[src/rtl/cfgs_pkg.sv]
package cfgs_pkg;

    localparam int BYTE_W     = 8;
    localparam int HDR_BYTES  = 3;
    localparam int DEF_NREGS  = 7;
    localparam logic [7:0] DEF_ADDR = 8'hD2;
    localparam int RSVD_REG   = 6;
    localparam int RSVD_BIT   = 7;

    typedef enum logic [1:0] {
        ST_IDLE,
        ST_RX,
        ST_ACK,
        ST_WAIT
    } rx_state_t;

    typedef struct packed {
        logic start;
        logic stop;
        logic rise;
        logic fall;
        logic sda;
    } line_ev_t;

    function automatic logic [7:0] rsvd_mask(input int idx);
        logic [7:0] m;
        m = 8'h00;
        if (idx == RSVD_REG) m[RSVD_BIT] = 1'b1;
        return m;
    endfunction

    function automatic logic [7:0] default_val(input int idx);
        logic [7:0] v;
        v = {idx[3:0], 4'hF};
        return v & ~rsvd_mask(idx);
    endfunction

endpackage

[src/rtl/line_sampler.sv]
module line_sampler
    import cfgs_pkg::*;
#(
    parameter int SYNC_STAGES = 2
) (
    input  logic     clk,
    input  logic     rst,
    input  logic     scl_i,
    input  logic     sda_i,
    output line_ev_t ev
);

    localparam int S = (SYNC_STAGES < 2) ? 2 : SYNC_STAGES;

    logic [S-1:0] scl_q;
    logic [S-1:0] sda_q;
    logic         scl_prev;
    logic         sda_prev;
    logic         scl_s;
    logic         sda_s;

    always_ff @(posedge clk) begin
        if (rst) begin
            scl_q    <= '1;
            sda_q    <= '1;
            scl_prev <= 1'b1;
            sda_prev <= 1'b1;
        end else begin
            scl_q    <= {scl_q[S-2:0], scl_i};
            sda_q    <= {sda_q[S-2:0], sda_i};
            scl_prev <= scl_q[S-1];
            sda_prev <= sda_q[S-1];
        end
    end

    assign scl_s = scl_q[S-1];
    assign sda_s = sda_q[S-1];

    always_comb begin
        ev.start = scl_s && scl_prev && sda_prev && !sda_s;
        ev.stop  = scl_s && scl_prev && !sda_prev && sda_s;
        ev.rise  = scl_s && !scl_prev;
        ev.fall  = !scl_s && scl_prev;
        ev.sda   = sda_s;
    end

endmodule

[src/rtl/byte_engine.sv]
module byte_engine
    import cfgs_pkg::*;
#(
    parameter int         N_REGS = DEF_NREGS,
    parameter logic [7:0] ADDR   = DEF_ADDR,
    localparam int FRAME = HDR_BYTES + N_REGS,
    localparam int CNTW  = $clog2(FRAME + 1),
    localparam int IDXW  = (N_REGS > 1) ? $clog2(N_REGS) : 1
) (
    input  logic            clk,
    input  logic            rst,
    input  line_ev_t        ev,
    output logic            wr_en,
    output logic [IDXW-1:0] wr_idx,
    output logic [7:0]      wr_data,
    output logic            ack_oe,
    output logic            addr_ok
);

    rx_state_t        state;
    logic [2:0]       bitcnt;
    logic [CNTW-1:0]  bidx;
    logic [6:0]       shreg;
    logic [7:0]       full;

    assign full = {shreg, ev.sda};

    always_ff @(posedge clk) begin
        if (rst) begin
            state   <= ST_IDLE;
            bitcnt  <= '0;
            bidx    <= '0;
            shreg   <= '0;
            ack_oe  <= 1'b0;
            addr_ok <= 1'b0;
            wr_en   <= 1'b0;
            wr_idx  <= '0;
            wr_data <= '0;
        end else begin
            wr_en <= 1'b0;
            if (ev.start) begin
                state   <= ST_RX;
                bitcnt  <= '0;
                bidx    <= '0;
                ack_oe  <= 1'b0;
                addr_ok <= 1'b0;
            end else if (ev.stop) begin
                state   <= ST_IDLE;
                ack_oe  <= 1'b0;
                addr_ok <= 1'b0;
            end else begin
                case (state)
                    ST_RX: begin
                        if (ev.rise) begin
                            shreg <= full[6:0];
                            if (bitcnt == 3'd7) begin
                                bitcnt <= '0;
                                if (bidx == '0) begin
                                    if (full == ADDR) begin
                                        addr_ok <= 1'b1;
                                        state   <= ST_ACK;
                                    end else begin
                                        state   <= ST_WAIT;
                                    end
                                end else begin
                                    state <= ST_ACK;
                                    if (bidx >= CNTW'(HDR_BYTES)) begin
                                        wr_en   <= 1'b1;
                                        wr_idx  <= IDXW'(bidx - CNTW'(HDR_BYTES));
                                        wr_data <= full;
                                    end
                                end
                            end else begin
                                bitcnt <= bitcnt + 3'd1;
                            end
                        end
                    end
                    ST_ACK: begin
                        if (ev.fall) begin
                            if (!ack_oe) begin
                                ack_oe <= 1'b1;
                            end else begin
                                ack_oe <= 1'b0;
                                if (bidx == CNTW'(FRAME - 1)) begin
                                    state <= ST_WAIT;
                                end else begin
                                    state <= ST_RX;
                                    bidx  <= bidx + CNTW'(1);
                                end
                            end
                        end
                    end
                    default: ;
                endcase
            end
        end
    end

endmodule

[src/rtl/reg_file.sv]
module reg_file
    import cfgs_pkg::*;
#(
    parameter int N_REGS = DEF_NREGS,
    localparam int IDXW  = (N_REGS > 1) ? $clog2(N_REGS) : 1
) (
    input  logic                       clk,
    input  logic                       rst,
    input  logic                       wr_en,
    input  logic [IDXW-1:0]            wr_idx,
    input  logic [7:0]                 wr_data,
    output logic [N_REGS*BYTE_W-1:0]   cfg_o
);

    for (genvar i = 0; i < N_REGS; i++) begin : g_reg
        logic [7:0] r;
        always_ff @(posedge clk) begin
            if (rst) begin
                r <= default_val(i);
            end else if (wr_en && wr_idx == IDXW'(i)) begin
                r <= wr_data & ~rsvd_mask(i);
            end
        end
        assign cfg_o[i*BYTE_W +: BYTE_W] = r;
    end

endmodule

[src/rtl/cfg_serial_slave.sv]
module cfg_serial_slave
    import cfgs_pkg::*;
#(
    parameter int         N_REGS      = DEF_NREGS,
    parameter logic [7:0] ADDR        = DEF_ADDR,
    parameter int         SYNC_STAGES = 2,
    localparam int IDXW = (N_REGS > 1) ? $clog2(N_REGS) : 1
) (
    input  logic                      clk,
    input  logic                      rst,
    input  logic                      scl_i,
    input  logic                      sda_i,
    output logic                      sda_oe,
    output logic [N_REGS*BYTE_W-1:0]  cfg_o
);

    line_ev_t        ev;
    logic            wr_en;
    logic [IDXW-1:0] wr_idx;
    logic [7:0]      wr_data;
    logic            addr_ok;

    line_sampler #(.SYNC_STAGES(SYNC_STAGES)) u_line (
        .clk   (clk),
        .rst   (rst),
        .scl_i (scl_i),
        .sda_i (sda_i),
        .ev    (ev)
    );

    byte_engine #(.N_REGS(N_REGS), .ADDR(ADDR)) u_eng (
        .clk     (clk),
        .rst     (rst),
        .ev      (ev),
        .wr_en   (wr_en),
        .wr_idx  (wr_idx),
        .wr_data (wr_data),
        .ack_oe  (sda_oe),
        .addr_ok (addr_ok)
    );

    reg_file #(.N_REGS(N_REGS)) u_regs (
        .clk     (clk),
        .rst     (rst),
        .wr_en   (wr_en),
        .wr_idx  (wr_idx),
        .wr_data (wr_data),
        .cfg_o   (cfg_o)
    );

endmodule

[config.mk]
export PLATFORM = sky130hd
export DESIGN_NAME = cfg_serial_slave
export DESIGN_NICKNAME = d
export VERILOG_FILES = /design/src/rtl/cfgs_pkg.sv /design/src/rtl/line_sampler.sv /design/src/rtl/byte_engine.sv /design/src/rtl/reg_file.sv /design/src/rtl/cfg_serial_slave.sv
export SDC_FILE = /design/constraint.sdc
export NUM_CORES = 1
export LEC_CHECK = 0
export ABC_AREA = 1
export BUFFER_PORTS_ARGS = -buffer_cell sky130_fd_sc_hd__buf_2
export CAP_MARGIN = 0
export CORE_ASPECT_RATIO = 1.2
export CORE_MARGIN = 5
export CORE_UTILIZATION = 40
export CTS_CLUSTER_DIAMETER = 80
export DETAILED_ROUTE_END_ITERATION = 6
export GPL_TIMING_DRIVEN = 0
export PLACE_DENSITY_LB_ADDON = 0.05
export SLEW_MARGIN = 20
export SYNTH_ARGS = -nofsm -noshare
export SYNTH_HDL_FRONTEND = slang
export SYNTH_SLANG_ARGS = --single-unit
[constraint.sdc]
create_clock -name clk -period 1.5 [get_ports clk]
set_input_delay 0.3 -clock clk [delete_from_list [all_inputs] [get_ports clk]]
set_output_delay 0.3 -clock clk [all_outputs]
set_load 0.02 [all_outputs]
==> flow_summary_export.csv, run 1 <==
group,metric,value,unit
status,outcome,"complete, no violations",
sta,fmax,0.710,GHz
routing,wl_per_cell,13.4,um
sta,relSlewSlack,60.0,%
clocking,insertion_delay,0.35,ns
placement,gp_congestion,0.851,
floorplanning,die_h,111,um
sta,finalCriticalPeriod,1.41,ns
logic_synthesis,ys_seq_elements,90,
sta,whs,0.129,ns
worst_setup_path,critical_path_arrival,1.66,ns
worst_setup_path,crit_family,"flip-flops",
floorplanning,num_rows,36,
routing,dr.pass1.iters,5,
routing,drt_iter0_drc,104,
placement,portBuffers,59,
cells_and_area,insertedDiodeCount,0,
global_route,grt_antenna_before_repair,0,
floorplanning,initial_core_util,41.4,%
worst_setup_path,cp.buffers_inverters,3,
logic_synthesis,yosysWarnings,0,
cells_and_area,area_delta_synth_final,19.7,%
sta,tightest_slew,0.601,ns
power,p_per_area,1040,nW/um^2
logic_synthesis,avgSynthCellArea,7.77,sq um
placement,hpwl,5890,um
routing,final_antenna_net_count,0,
worst_setup_path,worstSetupPathType,"flip-flop to flip-flop",
floorplanning,fp.coreArea,8200,sq um
sta,report.final.slew_viol_count,0,
power,p_leak,1.88,nW
sta,setup_viol,0,
sta,fin_skew,0.00992,ns
logic_synthesis,synth_fp_nets,448,
worst_setup_path,max_stage_delay,0.39,ns
worst_hold_path,holdCritPathClass,"primary input to flip-flop",
routing,drc_errors,0,
worst_setup_path,cp.required,1.75,ns
worst_setup_path,crit_fanout,7,
logic_synthesis,syn-cell-area,3400,sq um
clocking,clock_path_buffers,2,
cells_and_area,final_util,49.6,%
worst_setup_path,crit_chain,"inv_2 > ha_1 > inv_2 > nand2_1 > nand3_2 > nand3_4 > buf_4 > o21ai_1 > a21oi_1",
run,maxCapViolCount,0,
cells_and_area,finalNonFillerCells,627,
placement,placed_area,3830,sq um
placement,dp_cells,610,
routing,viasPerCell,4.75,
worst_setup_path,crit_path_start_kind,"flip-flop",
clocking,root_buffer,"clkbuf_8",
power,ir_drop,0.640,mV
clocking,cts_tree,"built",
logic_synthesis,ys_types,26,
global_route,grt_use_total,16.7,%
sta,period_share,93.9,%
global_route,grt_pass1_vias,2724,
clocking,numCtsBuffers,9,
global_route,grt_pass1_wl,13600,um
floorplanning,die_x,94.1,um
cells_and_area,fin_area,4060,sq um
routing,finalWirelength,8380,um
floorplanning,io_pins,61,
worst_setup_path,cp_slowest_cell,"dfxtp_4",
global_route,grt_max_degree,14,
worst_setup_path,cp-end-kind,"flip-flop",
cells_and_area,nNetsFinal,520,
routing,num_vias,2978,
cells_and_area,layout-drive-gt1-share,23.8,%
clocking,clk_pin_slew_worst_paths,0.09,ns
worst_setup_path,cpMostUsedCell,"inv_2",
clocking,h-tree-depth,3,
global_route,grt-ovfl-total,0,
logic_synthesis,syn_inst,437,
clocking,cts_hold_buf,0,
logic_synthesis,ys_seq_area_share,53.1,%
floorplanning,fp.dieArea,10400,sq um
clocking,cts.sinks,90,
sta,hold_viol,0,
[synth_stat cells]
master    instances  area [sq um]
nand4_1           1          6.26
nand3_4           1          17.5
a21oi_1          20           100
nand3_2           2          20.0
nor3b_1           1          7.51
nand2_1         107           402
nor2_1           61           229
xor2_1            1          8.76
o21ai_0          37           185
nand3_1          45           225
conb_1            1          3.75
inv_2            12          45.0
nor2_4            1          11.3
inv_1            22          82.6
o21ai_2           1          8.76
a211oi_1          2          15.0
clkbuf_1          5          18.8
buf_2             8          40.0
buf_4             2          15.0
ha_1              7          87.6
nor3_1            2          10.0
dfxtp_1          90          1800
buf_6             1          11.3
or2_2             5          31.3
nor2_2            1          6.26
nand2_2           1          6.26
[final timing paths]
check,from,end,slack (ns),cells past startpoint
worst max register to register,u_eng.bidx[0],u_eng.wr_idx[1],0.09,9
worst min-delay path,sda_i,u_line.sda_q[0],0.13,2
worst min register to register,u_line.scl_q[0],u_line.scl_q[1],0.41,1
worst max-delay path,u_eng.bidx[0],u_eng.wr_idx[1],0.09,9
[per-layer routing]
metal / vias to the layer above / part of all wire (%) / track usage [%] / routed length [um]
met5: - / 0 / 0 / 0
met4: 0 / 2.2 / 7.71 / 187
met3: 13 / 4.2 / 2.72 / 350
met2: 59 / 48 / 27.0 / 4030
met1: 1354 / 45 / 21.4 / 3810
li1: 1552 / - / - / -
[cells in the final DEF, fill, tap and decap left out]
master	n
nand2_1	106
dfxtp_1	87
buf_2	67
nor2_1	60
nand3_1	43
o21ai_0	36
inv_1	20
a21oi_1	20
inv_2	13
clkbuf_8	11
clkbuf_1	6
or2_2	5
buf_4	4
nand3_2	4
ha_1	4
clkinv_2	3
nor3_1	2
nor2_2	2
nand2_2	2
a211oi_1	2
ha_2	2
dfxtp_2	2
nand4_1	1
o21ai_2	1
nand3_4	1
inv_4	1
buf_8	1
xor2_1	1
nor3b_1	1
nor2_4	1
o21ai_1	1
ha_4	1
conb_1	1
dfxtp_4	1
[worst register-to-register path, cell delays in order, from the launching register on]
cell	delay, ns
dfxtp_4	0.39
inv_2	0.04
ha_1	0.20
inv_2	0.07
nand2_1	0.06
nand3_2	0.07
nand3_4	0.11
buf_4	0.17
o21ai_1	0.15
a21oi_1	0.06
[cells by family after synthesis]
logic type / Yosys count / share of synthesized area, %
simple gates: 228 / 28.6
compound gates: 60 / 9.10
other cells: 1 / 0.110
buf+inv: 50 / 6.26
fa+ha+maj: 7 / 2.58
xor+xnor: 1 / 0.258
flops: 90 / 53.1
[power by group]
part	total (W)	switching (W)	internal, W
Sequential	0.00244	0.0000210	0.00242
Clock	0.00150	0.000823	0.000677
Combinational	0.000291	0.000180	0.000111
[state kept, by name, summed over array words and instances, names as in the netlist]
register         cells
u_line.sda_q         2
u_line.scl_prev      1
u_eng.wr_data        8
u_eng.bitcnt         3
u_line.sda_prev      1
u_line.scl_q         2
u_eng.wr_idx         3
u_regs.g.r          55
u_eng.state          2
u_eng.shreg          7
u_eng.wr_en          1
u_eng.ack_oe         1
u_eng.bidx           4
[layout make-up]
cell class / count / area (sq um)
well taps: 114 / 143
plain buffers: 16 / 88.8
clock inverters: 3 / 15.0
fillers: 875 / 4130
flip-flops and latches: 90 / 1810
clock buffers: 12 / 155
repair buffers: 61 / 310
inverters: 34 / 130
multi-input cells: 297 / 1410
[per-stage QoR]
| step | setup TNS, ns | worst slack, ns | power, W |
|---|---|---|---|
| after floorplan | 0 | 0.195 | 0.00271 |
| after global placement | -0.0493 | -0.0115 | 0.00277 |
| after detailed placement | -0.258 | -0.0374 | 0.00277 |
| after CTS | 0 | 0.0124 | 0.00426 |
| after global routing | -0.00451 | -0.00451 | 0.00442 |
| final | 0 | 0.0909 | 0.00423 |
[what timing repair did]
action / in CTS / in global routing
setup buffers: 0 / 2
endpoints found under the setup margin: 10 / 16
pin swaps: 0 / 2
resized for setup: 1 / 16
No activity file was read; power rests on OpenSTA's default activity.
==> run 2: changes to the inputs <==
CTS_BUF_LIST = sky130_fd_sc_hd__clkbuf_4   (was unset)
==> flow_summary_export.csv, run 2 (synthesis gave the netlist of run 1 again) <==
group,metric,value,unit
status,outcome,"complete, no violations",
clocking,root_buffer,"clkbuf_4",
sta,tightest_slew,0.618,ns
worst_setup_path,critical_path_arrival,1.75,ns
cells_and_area,nNetsFinal,521,
sta,fmax,0.711,GHz
worst_setup_path,cp.required,1.84,ns
worst_setup_path,reg2regPathDepth,11,
sta,hold_viol,0,
worst_hold_path,hold_depth,2,
floorplanning,num_rows,36,
worst_hold_path,holdCritPathClass,"primary input to flip-flop",
clocking,cts_hold_buf,0,
worst_setup_path,worstSetupPathType,"flip-flop to flip-flop",
routing,viasPerCell,4.75,
clocking,numCtsBuffers,9,
sta,period_share,93.8,%
routing,num_vias,2982,
clocking,clock_path_buffers,2,
cells_and_area,max_flop_register,"u_regs.g.r",
run,maxCapViolCount,0,
worst_setup_path,cp-end-kind,"flip-flop",
global_route,grt_pass1_vias,2728,
cells_and_area,mostFrequentLayoutCell,"nand2_1",
floorplanning,die_x,94.1,um
floorplanning,io_pins,61,
worst_setup_path,crit_fanout,7,
routing,final_antenna_net_count,0,
global_route,grt_pass1_wl,13600,um
worst_setup_path,crit_path_start_kind,"flip-flop",
global_route,grt-ovfl-total,0,
worst_hold_path,holdCritStartpoint,"sda_i",
power,p_leak,1.86,nW
global_route,grt_max_degree,14,
clocking,insertion_delay,0.43,ns
placement,gp_congestion,0.851,
sta,setup_viol,0,
floorplanning,die_h,111,um
power,ir_drop,0.534,mV
floorplanning,fp.coreArea,8200,sq um
worst_setup_path,ff2ff_setup_slack,0.09,ns
global_route,grt_use_total,16.7,%
clocking,clk_pin_slew_worst_paths,0.13,ns
routing,drc_errors,0,
global_route,grt_antenna_before_repair,0,
clocking,cts_tree,"built",
sta,finalCriticalPeriod,1.41,ns
placement,hpwl,5890,um
cells_and_area,final_cell_mix,"106 x nand2_1, 85 x dfxtp_1, 66 x buf_2",
clocking,cts.sinks,90,
clocking,h-tree-depth,3,
routing,wl_per_cell,13.4,um
sta,fin_skew,0.0130,ns
cells_and_area,area_delta_synth_final,18.4,%
cells_and_area,insertedDiodeCount,0,
cells_and_area,largest_register_ffs,55,
routing,dr.pass1.iters,5,
worst_setup_path,reg2reg_from,"u_eng.bidx[0]",
routing,finalWirelength,8410,um
cells_and_area,final_util,49.1,%
cells_and_area,top_regs,"u_regs.g.r (55), u_eng.wr_data (8), u_eng.shreg (7)",
cells_and_area,nFillCells,878,
sta,report.final.slew_viol_count,0,
routing,drt_iter0_drc,110,
cells_and_area,layout-drive-gt1-share,23.9,%
power,p_per_area,958,nW/um^2
sta,relSlewSlack,58.8,%
worst_hold_path,hold_end,"u_line.sda_q[0]",
floorplanning,fp.dieArea,10400,sq um
placement,portBuffers,59,
power,finalPower,0.00385,W
floorplanning,initial_core_util,41.4,%
worst_setup_path,r2r_end,"u_eng.wr_idx[2]",
## run 2: changes by cell type in the layout (fill, tap and decap cells not counted), moves of 2 or more
cell      delta
clkbuf_4    +11
dfxtp_1      -2
clkinv_1     +2
clkbuf_8    -11
dfxtp_2      +2
## run 2: worst max-delay path by stage
stage,startpoint,to,slack (ns),cells after the start
2_1_floorplan,u_eng.bidx[0],u_eng.wr_data[4],0.20,10
3_3_place_gp,u_eng.bidx[0],u_eng.wr_data[6],-0.01,10
3_5_place_dp,u_eng.bidx[0],u_eng.wr_data[4],-0.04,10
4_1_cts,u_eng.state[0],u_eng.bidx[3],0.006,7
5_1_grt,u_eng.bitcnt[0],u_eng.state[0],-0.01,8
6_report,u_eng.bidx[0],u_eng.wr_idx[2],0.09,11
## run 2: power breakdown
part | internal (W) | switching (W)
logic | 0.000112 | 0.000181
registers | 0.00243 | 0.0000210
clock network | 0.000333 | 0.000779
## run 2: timing repair
| item | 4_1_cts | 5_1_grt |
|---|---|---|
| gates resized for setup | 1 | 19 |
| gates cloned | 0 | 1 |
| endpoints found under the setup margin | 10 | 17 |
| pin swaps | 0 | 1 |
| buffers inserted | 0 | 2 |
## run 2: through the flow
stage          hold WS (ns)  setup TNS, ns  cell area [sq um]  setup slack [ns]  std cells
3_5_place_dp          0.396         -0.258               3830           -0.0374        610
4_1_cts              0.0239              0               3930           0.00601        625
5_1_grt              0.0303        -0.0158               4020           -0.0117        628
3_3_place_gp          0.392        -0.0493               3830           -0.0115        610
6_report             0.0459              0               4020            0.0936        628
2_1_floorplan         0.369              0               3400             0.195        437
## run 2: layout make-up
cell class / count / area, sq um / share of cell area (%)
Inverter: 34 / 133 / 3.30
Tap cell: 114 / 143 / 3.55
Clock inverter: 5 / 22.5 / 0.560
Multi-Input combinational cell: 297 / 1410 / 35.1
Clock buffer: 10 / 75.1 / 1.87
Buffer: 16 / 91.3 / 2.27
Sequential cell: 90 / 1810 / 45.0
Timing Repair Buffer: 62 / 335 / 8.34
## run 2: worst max-delay path: stages, from the launching register on
cell	delay (ns)
dfxtp_4	0.41
inv_2	0.04
ha_1	0.20
inv_2	0.06
nand2_1	0.05
nand3_2	0.07
nand3_4	0.12
inv_6	0.11
buf_4	0.10
nand2_1	0.05
nand2_1	0.06
nor2_1	0.04
## run 2: metal layers
| layer | GRT usage, % | wire length, um | vias to the layer above |
|---|---|---|---|
| met5 | 0 | 0 | - |
| li1 | - | - | 1560 |
| met2 | 27.0 | 4020 | 62 |
| met4 | 7.80 | 218 | 0 |
| met1 | 21.4 | 3780 | 1345 |
| met3 | 2.72 | 382 | 15 |
==> run 3: changes to the inputs <==
CORE_UTILIZATION = 55   (was 40)
==> flow_summary_export.csv, run 3 (synthesis gave the netlist of run 1 again) <==
group,metric,value,unit
status,outcome,"complete, no violations",
clocking,numCtsBuffers,9,
worst_hold_path,holdCritPathClass,"primary input to flip-flop",
routing,drt_iter0_drc,133,
worst_setup_path,reg2regPathDepth,10,
placement,hpwl,5430,um
power,ir_drop,0.704,mV
clocking,clock_path_buffers,2,
worst_setup_path,cp-end-kind,"flip-flop",
placement,dp_cells,578,
worst_hold_path,hold_end,"u_line.scl_q[0]",
floorplanning,io_pins,61,
clocking,cts_tree,"built",
routing,wl_per_cell,12.8,um
sta,report.final.slew_viol_count,0,
sta,setup_viol,0,
global_route,grt_pass1_wl,12100,um
routing,viasPerCell,4.94,
routing,num_vias,2953,
sta,worst_slack,0.0957,ns
floorplanning,fp.coreArea,6010,sq um
cells_and_area,insertedDiodeCount,0,
sta,hold_viol,0,
sta,fmax,0.712,GHz
power,p_leak,1.89,nW
routing,final_antenna_net_count,0,
cells_and_area,final_util,66.7,%
clocking,h-tree-depth,3,
global_route,grt-ovfl-total,0,
cells_and_area,finalNonFillerCells,598,
sta,tightest_slew,0.540,ns
cells_and_area,top_regs,"u_regs.g.r (55), u_eng.wr_data (8), u_eng.shreg (7)",
floorplanning,initial_core_util,56.5,%
worst_setup_path,crit_fanout,10,
global_route,grt_pass1_vias,2682,
routing,drc_errors,0,
sta,tns,0,ns
placement,gp_congestion,0.911,
worst_setup_path,cp.required,1.87,ns
sta,relSlewSlack,64.0,%
cells_and_area,largest_register_ffs,55,
clocking,cts.sinks,90,
worst_setup_path,worstSetupPathType,"flip-flop to flip-flop",
worst_setup_path,critical_path_arrival,1.78,ns
worst_setup_path,crit_path_start_kind,"flip-flop",
floorplanning,die_x,81.7,um
placement,place_ws,-0.0349,ns
routing,dr.pass1.iters,4,
worst_hold_path,holdCritStartpoint,"scl_i",
cells_and_area,nNetsFinal,522,
clocking,root_buffer,"clkbuf_4",
cells_and_area,final_cell_mix,"106 x nand2_1, 86 x dfxtp_1, 67 x buf_2",
global_route,grt_max_degree,16,
cells_and_area,layout-drive-gt1-share,23.4,%
global_route,grt_antenna_before_repair,0,
clocking,insertion_delay,0.43,ns
floorplanning,fp.dieArea,7850,sq um
run,maxCapViolCount,0,
worst_setup_path,ff2ff_setup_slack,0.1,ns
cells_and_area,mostFrequentLayoutCell,"nand2_1",
floorplanning,die_h,96.1,um
sta,fin_skew,0.0140,ns
placement,portBuffers,59,
global_route,grt_use_total,20.3,%
clocking,clk_pin_slew_worst_paths,0.14,ns
worst_setup_path,r2r_end,"u_eng.wr_data[1]",
cells_and_area,area_delta_synth_final,18.0,%
sta,finalCriticalPeriod,1.40,ns
worst_setup_path,reg2reg_from,"u_eng.bidx[0]",
sta,period_share,93.6,%
worst_hold_path,hold_depth,2,
routing,finalWirelength,7680,um
cells_and_area,fin_area,4010,sq um
cells_and_area,max_flop_register,"u_regs.g.r",
floorplanning,num_rows,31,
placement,placed_area,3790,sq um
power,p_per_area,1050,nW/um^2
## run 3: cell types whose count changed in the layout (fill, tap and decap cells not counted), sizes merged
cell	change
buf	+2
bufinv	+2
clkbuf	-3
clkinv	-2
clkinvlp	+2
dlygate4sd3	+1
## run 3: area by class of cell
class | count | area (sq um)
Clock buffer | 9 | 67.6
Clock inverter | 7 | 93.8
Sequential cell | 90 | 1810
Tap cell | 82 | 103
Fill cell | 544 | 2000
Multi-Input combinational cell | 297 | 1390
Buffer | 16 | 85.1
Timing Repair Buffer | 63 | 328
Inverter | 34 | 130
## run 3: report_power, final
| group | internal (W) | switching, W |
|---|---|---|
| Clock | 0.000672 | 0.000821 |
| Combinational | 0.000106 | 0.000170 |
| Sequential | 0.00243 | 0.0000214 |
## run 3: what timing repair did
item | CTS | global route
pin swaps | 0 | 1
buffers inserted | 0 | 3
setup endpoints to repair | 10 | 15
endpoints found under the hold margin | 0 | 1
hold buffers | 0 | 1
resized for setup | 1 | 9
## run 3: worst max-delay path by stage
stage,start,to
finish,u_eng.bidx[0],u_eng.wr_data[1]
global route,u_eng.bitcnt[1],u_eng.state[0]
CTS,u_eng.bidx[0],u_eng.wr_data[1]
detailed placement,u_eng.bidx[0],u_eng.wr_data[6]
global placement,u_eng.bidx[0],u_eng.wr_data[6]
floorplan,u_eng.bidx[0],u_eng.wr_data[4]
## run 3: worst max-delay path, cell delays in order (launching register included)
cell	delay [ns]
dfxtp_4	0.40
inv_1	0.06
ha_1	0.19
inv_1	0.07
nand2_1	0.06
nand3_2	0.08
nand3_4	0.11
inv_4	0.10
buf_6	0.14
nor2_1	0.05
nor2_1	0.09
## run 3: stage by stage
step | power, W | hold WS (ns)
floorplan | 0.00271 | 0.369
global placement | 0.00276 | 0.391
detailed placement | 0.00277 | 0.394
CTS | 0.00423 | 0.0211
global route | 0.00439 | 0.0146
finish | 0.00422 | 0.0435
## run 3: metal layers
metal / vias up / wire, um / GRT usage [%]
li1: 1547 / - / -
met1: 1336 / 3290 / 24.4
met2: 58 / 3840 / 34.2
met3: 12 / 383 / 4.78
met4: 0 / 159 / 8.86
met5: - / 0 / 0
